File: config.mk
export PLATFORM = sky130hd
export DESIGN_NAME = spi_mode_master
export DESIGN_NICKNAME = d
export VERILOG_FILES = /design/src/rtl/spi_m_pkg.sv /design/src/rtl/spi_clk_div.sv /design/src/rtl/spi_edge_decode.sv /design/src/rtl/spi_mode_master.sv
export SDC_FILE = /design/constraint.sdc
export NUM_CORES = 1
export LEC_CHECK = 0
export CAP_MARGIN = 20
export CORE_UTILIZATION = 54
export DETAILED_ROUTE_END_ITERATION = 8
export PLACE_DENSITY = 0.86
export SLEW_MARGIN = 40
export SYNTH_ARGS = -nofsm -noshare
export SYNTH_HDL_FRONTEND = slang
export SYNTH_SLANG_ARGS = --single-unit
File: constraint.sdc
create_clock -name clk -period 3.2 [get_ports clk]
set_input_delay 0.32 -clock clk [delete_from_list [all_inputs] [get_ports clk]]
set_output_delay 0.32 -clock clk [all_outputs]
set_load 0.03 [all_outputs]
File: src/rtl/spi_m_pkg.sv
package spi_m_pkg;

    typedef enum logic [1:0] {
        ST_IDLE = 2'd0,
        ST_XFER = 2'd1,
        ST_TAIL = 2'd2
    } xfer_state_t;

endpackage

File: src/rtl/spi_clk_div.sv
module spi_clk_div #(
    parameter int DIV_W = 8
) (
    input  logic             clk,
    input  logic             rst_n,
    input  logic             run,
    input  logic [DIV_W-1:0] div,
    output logic             tick
);

    logic [DIV_W-1:0] cnt_d, cnt_q;

    always_comb begin
        tick  = run && (cnt_q == div);
        cnt_d = cnt_q;
        if (!run || tick) begin
            cnt_d = '0;
        end else begin
            cnt_d = cnt_q + 1'b1;
        end
    end

    always_ff @(posedge clk or negedge rst_n) begin
        if (!rst_n) begin
            cnt_q <= '0;
        end else begin
            cnt_q <= cnt_d;
        end
    end

    // with a divider above zero, two ticks never come back to back
    p_tick_spacing_r6: assert property (@(posedge clk) disable iff (!rst_n)
        run && $past(run) && $past(tick) && (div != '0) && $stable(div) |-> !tick);

endmodule

File: src/rtl/spi_edge_decode.sv
module spi_edge_decode #(
    parameter int BYTE_W = 8,
    localparam int EDGES  = 2 * BYTE_W,
    localparam int EDGE_W = $clog2(EDGES) + 1
) (
    input  logic [EDGE_W-1:0] edge_idx,
    input  logic              cpha,
    output logic              sample_en,
    output logic              shift_en,
    output logic              last_edge
);

    localparam logic [EDGE_W-1:0] LAST_IDX = EDGE_W'(EDGES - 1);

    logic odd_edge;

    always_comb begin
        // edge_idx counts edges already made; index 0 is the first (odd) edge
        odd_edge  = ~edge_idx[0];
        last_edge = (edge_idx == LAST_IDX);
        if (cpha) begin
            sample_en = ~odd_edge;
            shift_en  = odd_edge && (edge_idx != '0);
        end else begin
            sample_en = odd_edge;
            shift_en  = ~odd_edge && !last_edge;
        end
    end

endmodule

File: src/rtl/spi_mode_master.sv
module spi_mode_master
    import spi_m_pkg::*;
#(
    parameter int BYTE_W = 8,
    parameter int DIV_W  = 8
) (
    input  logic              clk,
    input  logic              rst_n,
    input  logic              start,
    input  logic [BYTE_W-1:0] tx_data,
    input  logic              cpol,
    input  logic              cpha,
    input  logic [DIV_W-1:0]  clk_div,
    output logic [BYTE_W-1:0] rx_data,
    output logic              done,
    output logic              busy,
    output logic              sck,
    output logic              mosi,
    input  logic              miso,
    output logic              ss_n
);

    localparam int EDGES  = 2 * BYTE_W;
    localparam int EDGE_W = $clog2(EDGES) + 1;

    typedef struct packed {
        xfer_state_t       st;
        logic              sck;
        logic              ss_n;
        logic [BYTE_W-1:0] tx_sh;
        logic [BYTE_W-1:0] rx_sh;
        logic [BYTE_W-1:0] rx_buf;
        logic              done;
        logic              cpol;
        logic              cpha;
        logic [EDGE_W-1:0] edge_cnt;
    } regs_t;

    regs_t r_d, r_q;

    logic tick;
    logic run;
    logic sample_en, shift_en, last_edge;
    logic mode_moved;

    assign run = (r_q.st != ST_IDLE);

    spi_clk_div #(.DIV_W(DIV_W)) u_div (
        .clk   (clk),
        .rst_n (rst_n),
        .run   (run),
        .div   (clk_div),
        .tick  (tick)
    );

    spi_edge_decode #(.BYTE_W(BYTE_W)) u_edge (
        .edge_idx  (r_q.edge_cnt),
        .cpha      (r_q.cpha),
        .sample_en (sample_en),
        .shift_en  (shift_en),
        .last_edge (last_edge)
    );

    always_comb begin
        mode_moved = run && ((cpol != r_q.cpol) || (cpha != r_q.cpha));
        r_d        = r_q;
        r_d.done   = 1'b0;

        unique case (r_q.st)
            ST_IDLE: begin
                r_d.sck  = cpol;
                r_d.ss_n = 1'b1;
                if (start) begin
                    r_d.st       = ST_XFER;
                    r_d.ss_n     = 1'b0;
                    r_d.tx_sh    = tx_data;
                    r_d.cpol     = cpol;
                    r_d.cpha     = cpha;
                    r_d.edge_cnt = '0;
                end
            end
            ST_XFER: begin
                if (tick) begin
                    r_d.sck      = ~r_q.sck;
                    r_d.edge_cnt = r_q.edge_cnt + 1'b1;
                    if (sample_en) begin
                        r_d.rx_sh = {r_q.rx_sh[BYTE_W-2:0], miso};
                    end
                    if (shift_en) begin
                        r_d.tx_sh = {r_q.tx_sh[BYTE_W-2:0], 1'b0};
                    end
                    if (last_edge) begin
                        r_d.st = ST_TAIL;
                    end
                end
            end
            ST_TAIL: begin
                if (tick) begin
                    r_d.st     = ST_IDLE;
                    r_d.ss_n   = 1'b1;
                    r_d.rx_buf = r_q.rx_sh;
                    r_d.done   = 1'b1;
                end
            end
            default: begin
                r_d.st   = ST_IDLE;
                r_d.ss_n = 1'b1;
            end
        endcase

        if (mode_moved) begin
            r_d.st     = ST_IDLE;
            r_d.ss_n   = 1'b1;
            r_d.sck    = cpol;
            r_d.done   = 1'b0;
            r_d.rx_buf = r_q.rx_buf;
        end
    end

    always_ff @(posedge clk or negedge rst_n) begin
        if (!rst_n) begin
            r_q          <= '0;
            r_q.st       <= ST_IDLE;
            r_q.ss_n     <= 1'b1;
        end else begin
            r_q <= r_d;
        end
    end

    assign rx_data = r_q.rx_buf;
    assign done    = r_q.done;
    assign busy    = run;
    assign sck     = r_q.sck;
    assign ss_n    = r_q.ss_n;
    assign mosi    = run ? r_q.tx_sh[BYTE_W-1] : 1'b0;

    // select falls only after an accepted start
    p_sel_start_r2: assert property (@(posedge clk) disable iff (!rst_n)
        $fell(ss_n) |-> $past(start) && !$past(busy));

    // select rises only when the block has left its busy state
    p_sel_release_r2: assert property (@(posedge clk) disable iff (!rst_n)
        $rose(ss_n) |-> !busy);

    // idle clock follows the polarity input
    p_idle_sck_r3: assert property (@(posedge clk) disable iff (!rst_n)
        $past(rst_n) && !busy && !$past(busy) && $stable(cpol) |-> sck == cpol);

    // first data bit present when select asserts in phase 0
    p_first_bit_r5: assert property (@(posedge clk) disable iff (!rst_n)
        $fell(ss_n) && !$past(cpha) |-> mosi == $past(tx_data[BYTE_W-1]));

    // never more edges than one byte needs
    p_edge_bound_r6: assert property (@(posedge clk) disable iff (!rst_n)
        r_q.edge_cnt <= EDGE_W'(EDGES));

    // done lasts one cycle and coincides with a released select
    p_done_once_r7: assert property (@(posedge clk) disable iff (!rst_n)
        done |=> !done);
    p_done_sel_r7: assert property (@(posedge clk) disable iff (!rst_n)
        done |-> ss_n && !busy);

    // an accepted start makes the block busy on the next cycle
    p_busy_start_r8: assert property (@(posedge clk) disable iff (!rst_n)
        !busy && start |=> busy);

    // a mode change mid-exchange drops it without completion
    p_abort_r10: assert property (@(posedge clk) disable iff (!rst_n)
        busy && ((cpol != r_q.cpol) || (cpha != r_q.cpha))
        |=> !busy && !done && ss_n && (sck == $past(cpol)) && $stable(rx_data));

endmodule

==> reports/summary.md <==
The period utilization works out to 77.24%. The final layout contains routed wiring with a total length of 4474 um. The power per cell area was 541.2 nW/um2; the worst-case setup slack after placement was 0.4090 ns. The level count of the clock H-tree came out at 2. TritonCTS built the clock tree. In this run, post-CTS repair resized a total of 0 instances. The count of different cell masters after synthesis is 43, and the headroom to the max-slew limit is 50.87%. During synthesis, Yosys emitted a total of 0 warnings.

The critical path in this run is classified as in2reg. The total leakage power is 1.240 nW, and the die outline width is 67.47 um. The actual slew at the worst max-slew pin works out to 0.7302 ns.

In the final timing run, aggregate negative setup slack is 0 ns. Once placement completed, the tool counted placed cells totaling 287. The fraction of power spent switching nets is 33.86%.

Buffer cell driving the clock tree root: sky130_fd_sc_hd__clkbuf_8. The signal arrival time at the worst endpoint was 2.68 ns; the count of unresolved DRC violations after routing was 0. The run gives 4552 um2 as the die area. In this run, the combinational gates consume 28.8% of the power.

Overall power consumption after layout is estimated at 1.472 mW. The worst-case IR drop observed on VDD is 340.0 uV. For the share of total power in sequential cells, the log shows 47.3%. Ranked by instance count, the synthesized netlist is headed by sky130_fd_sc_hd__dfrtp_1 (43), sky130_fd_sc_hd__nand2_1 (22), sky130_fd_sc_hd__xor2_1 (16). The total count of max-transition violations in the final report is 0, and the synthesis-to-layout area growth is 17.51%. The synthesized design devotes to its leading area cell type 46.49% of total area.

The biggest fanout along the worst timing path was 11; the average cell area after synthesis was 10.57 um2. After floorplanning, the core was sized to cover 4058 um2. The internal power of the cells totals 0.9737 mW. The worst path in the final design needs a cycle of 2.472 ns, including I/O delays and setup.

The flow ran to the end, and the final reports show no timing, DRC or antenna violations. The total number of vias is 1,677, and the number of iterations in the first detailed-routing pass is 4. The run gives 404.6 MHz as the maximum clock frequency. The synthesized design contains 0 enable-type register cells.

Setup repair after global routing left no endpoint under its margin. For this run, the leading register cell type out of synthesis is sky130_fd_sc_hd__dfrtp_1. The clock arrives with 0.003217 ns of skew.

The run gives 3200 um as the placed wire-length estimate. The slowest stage of the critical path is the sky130_fd_sc_hd__or4_1 cell. The number of buffers inserted by port buffering works out to 34. The first global-routing pass estimated 7452 um of wire. 35 I/O pins were placed. The tools report the number of antenna violations at the first check in global routing as 0. The number of register bits inferred by synthesis works out to 44. The run gives 2315 um2 as the combined area of all synthesized cells. Cells with a size suffix above 1 make up 13.47% of the layout.

For this block, the initial DRC count from the detailed router was 76. By area the synthesized netlist is led by sky130_fd_sc_hd__dfrtp_1 (46%), sky130_fd_sc_hd__xor2_1 (6.1%), sky130_fd_sc_hd__mux2_4 (5.2%), sky130_fd_sc_hd__mux2_2 (3.9%), sky130_fd_sc_hd__nand2_1 (3.6%). The floorplan row count came out at 23. The vertical extent of the die was 67.47 um; the post-cts hold buffer count was 0.

The smallest setup slack after layout was 0.7284 ns. In the final routed layout, each cell accounts on average for 15.17 um. The count of cells in the finished layout, fillers not included, comes to 295. The worst setup path is captured at a flop. Clock tree synthesis inserted a total of 5 buffers.

The logs give 1,628 for the number of global-route vias before repair and 0 for the count of max-cap constraint violations. For the count of nets left with antenna violations after detail routing, the log shows 0. Of all flip-flops after synthesis, the portion carrying an async set or reset was 100.0%. Once the floorplan was initialized, standard cells occupied 57.05% of the core.

The global-route usage over all layers was 22.47%; the count of buffers added by post-CTS timing repair for setup was 0. The synthesized instance count is 219, and the final net count is 270. The worst setup path is launched from an input port.

Sequential cells were found to cover 47.62% of the synthesized design area. The critical path starts at clk_div[7]. Routability-driven placement finished with a final weighted congestion of 0.8364. The startpoint of the most critical register-to-register path was r_q[0].

The clock slew seen by the registers of the worst setup and hold paths works out to 0.08 ns. The logs give 0 for the final-report hold violation count and 245 for the number of nets produced by synthesis. The run gives 2 as the maximum count of clock buffers along a single path. The number of antenna diodes in the final layout is 0. The most common cell in the synthesized netlist is sky130_fd_sc_hd__dfrtp_1. The register-to-register setup slack is 0.75 ns, and the source-to-sink clock delay at the later pin of the worst-skew pair is 0.30 ns. For this run, the slowest stage of the critical path takes 0.70 ns. Entering global routing, the biggest net connects 45 pins. The total overflow left after global routing is 0. The critical path goes through clkdlybuf4s50_1 -> xor2_1 -> or4_1 -> buf_4 -> o41a_1 -> a211oi_1. The analysis attributes to net switching a power of 0.4985 mW.

Measured in cells, the most critical reg-to-reg path has a length of 8. The average vias per placed instance was 5.685; the critical path data required time was 3.40 ns. Sink count of the clock tree: 44. Per report_power, the clock group accounts for 23.9% of the total. The path class of the lowest-slack min-delay path is in2async. The post-synthesis cell type with the largest combined area was sky130_fd_sc_hd__dfrtp_1. Setup violations remaining at the end of the flow were counted as 0.
## through the flow
stage / hold WS, ns / util (%) / cell area, um2
5_1_grt: 0.03289 / 67.04 / 2720
2_1_floorplan: 0.02441 / - / 2315
3_3_place_gp: 0.4706 / 64.75 / 2628
3_5_place_dp: 0.3461 / 64.82 / 2630
4_1_cts: 0.01971 / 67.04 / 2720
6_report: 0.008127 / 67.04 / 2720
## cell type report
cell class,instances,area (um2)
Timing Repair Buffer,38,367.9
Tap cell,50,62.56
Fill cell,319,1338
Inverter,13,48.80
Clock buffer,8,90.09
Sequential cell,44,1102
Multi-Input combinational cell,142,1049
## power groups by stage
stage               clock network (mW)  logic (mW)  registers [mW]
floorplan                            0       0.277           0.700
global placement                     0       0.407           0.701
detailed placement                   0       0.419           0.705
CTS                              0.364       0.424           0.696
global route                     0.386       0.471           0.708
finish                           0.352       0.424           0.696
## placed cells by master (no fill, tap or decap), types with 2 or more instances in the layout
| master | Yosys | layout |
|---|---|---|
| sky130_fd_sc_hd__a21oi_1 | 9 | 9 |
| sky130_fd_sc_hd__mux2_4 | 8 | 8 |
| sky130_fd_sc_hd__and3_1 | 5 | 5 |
| sky130_fd_sc_hd__buf_4 | 8 | 5 |
| sky130_fd_sc_hd__dfrtp_1 | 43 | 43 |
| sky130_fd_sc_hd__mux2_2 | 8 | 8 |
| sky130_fd_sc_hd__nand4_1 | 3 | 3 |
| sky130_fd_sc_hd__ha_1 | 4 | 4 |
| sky130_fd_sc_hd__or4_1 | 2 | 2 |
| sky130_fd_sc_hd__xor2_1 | 16 | 16 |
| sky130_fd_sc_hd__nand2_1 | 22 | 22 |
| sky130_fd_sc_hd__and2_1 | 3 | 3 |
| sky130_fd_sc_hd__a211oi_1 | 8 | 8 |
| sky130_fd_sc_hd__clkdlybuf4s50_1 | 0 | 33 |
| sky130_fd_sc_hd__nor3_1 | 11 | 11 |
| sky130_fd_sc_hd__mux2i_1 | 3 | 3 |
| sky130_fd_sc_hd__inv_1 | 13 | 13 |
| sky130_fd_sc_hd__nor2_1 | 4 | 4 |
| sky130_fd_sc_hd__o31ai_1 | 4 | 4 |
| sky130_fd_sc_hd__nand2b_1 | 2 | 2 |
| sky130_fd_sc_hd__nor4_1 | 8 | 8 |
| sky130_fd_sc_hd__nand3_1 | 5 | 5 |
| sky130_fd_sc_hd__clkbuf_1 | 7 | 2 |
| sky130_fd_sc_hd__clkbuf_8 | 0 | 6 |
## state kept, by name, summed over array words and instances (netlist names)
signal / flops
ss_n: 1
done: 1
rx_data: 8
sck: 1
r_q: 25
u_div.cnt_q: 8
## worst max-delay path: cells and delay by family
kind / cells / cell delay, ns
compound gates: 2 / 0.83
buf+inv: 2 / 0.66
simple gates: 1 / 0.70
xor+xnor: 1 / 0.17
## worst paths after layout
path,to
setup / recovery,r_q[26]
hold / removal,done
setup reg to reg,r_q[26]
hold reg to reg,r_q[3]
max in group asynchronous,ss_n
min in group clk,r_q[3]
## logic make-up after synthesis
kind of cell / after synthesis / synth area share [%]
AO/OA/AOI/OAI: 29 / 8.973
XOR/XNOR: 17 / 6.432
adder cells (fa/ha/maj): 4 / 2.162
buffers and inverters: 33 / 7.082
flip-flops: 44 / 47.62
multiplexers: 19 / 10.38
AND/OR/NAND/NOR: 73 / 17.35
## routing by layer
| metal | vias to the layer above | routed length (um) | global-route usage [%] |
|---|---|---|---|
| met3 | 6 | 199 | 6.081 |
| met5 | - | 0 | 0 |
| met4 | 0 | 52 | 7.181 |
| met2 | 46 | 2198 | 36.76 |
| met1 | 812 | 2024 | 28.62 |
| li1 | 813 | - | - |
No activity file was read; power rests on OpenSTA's default activity.
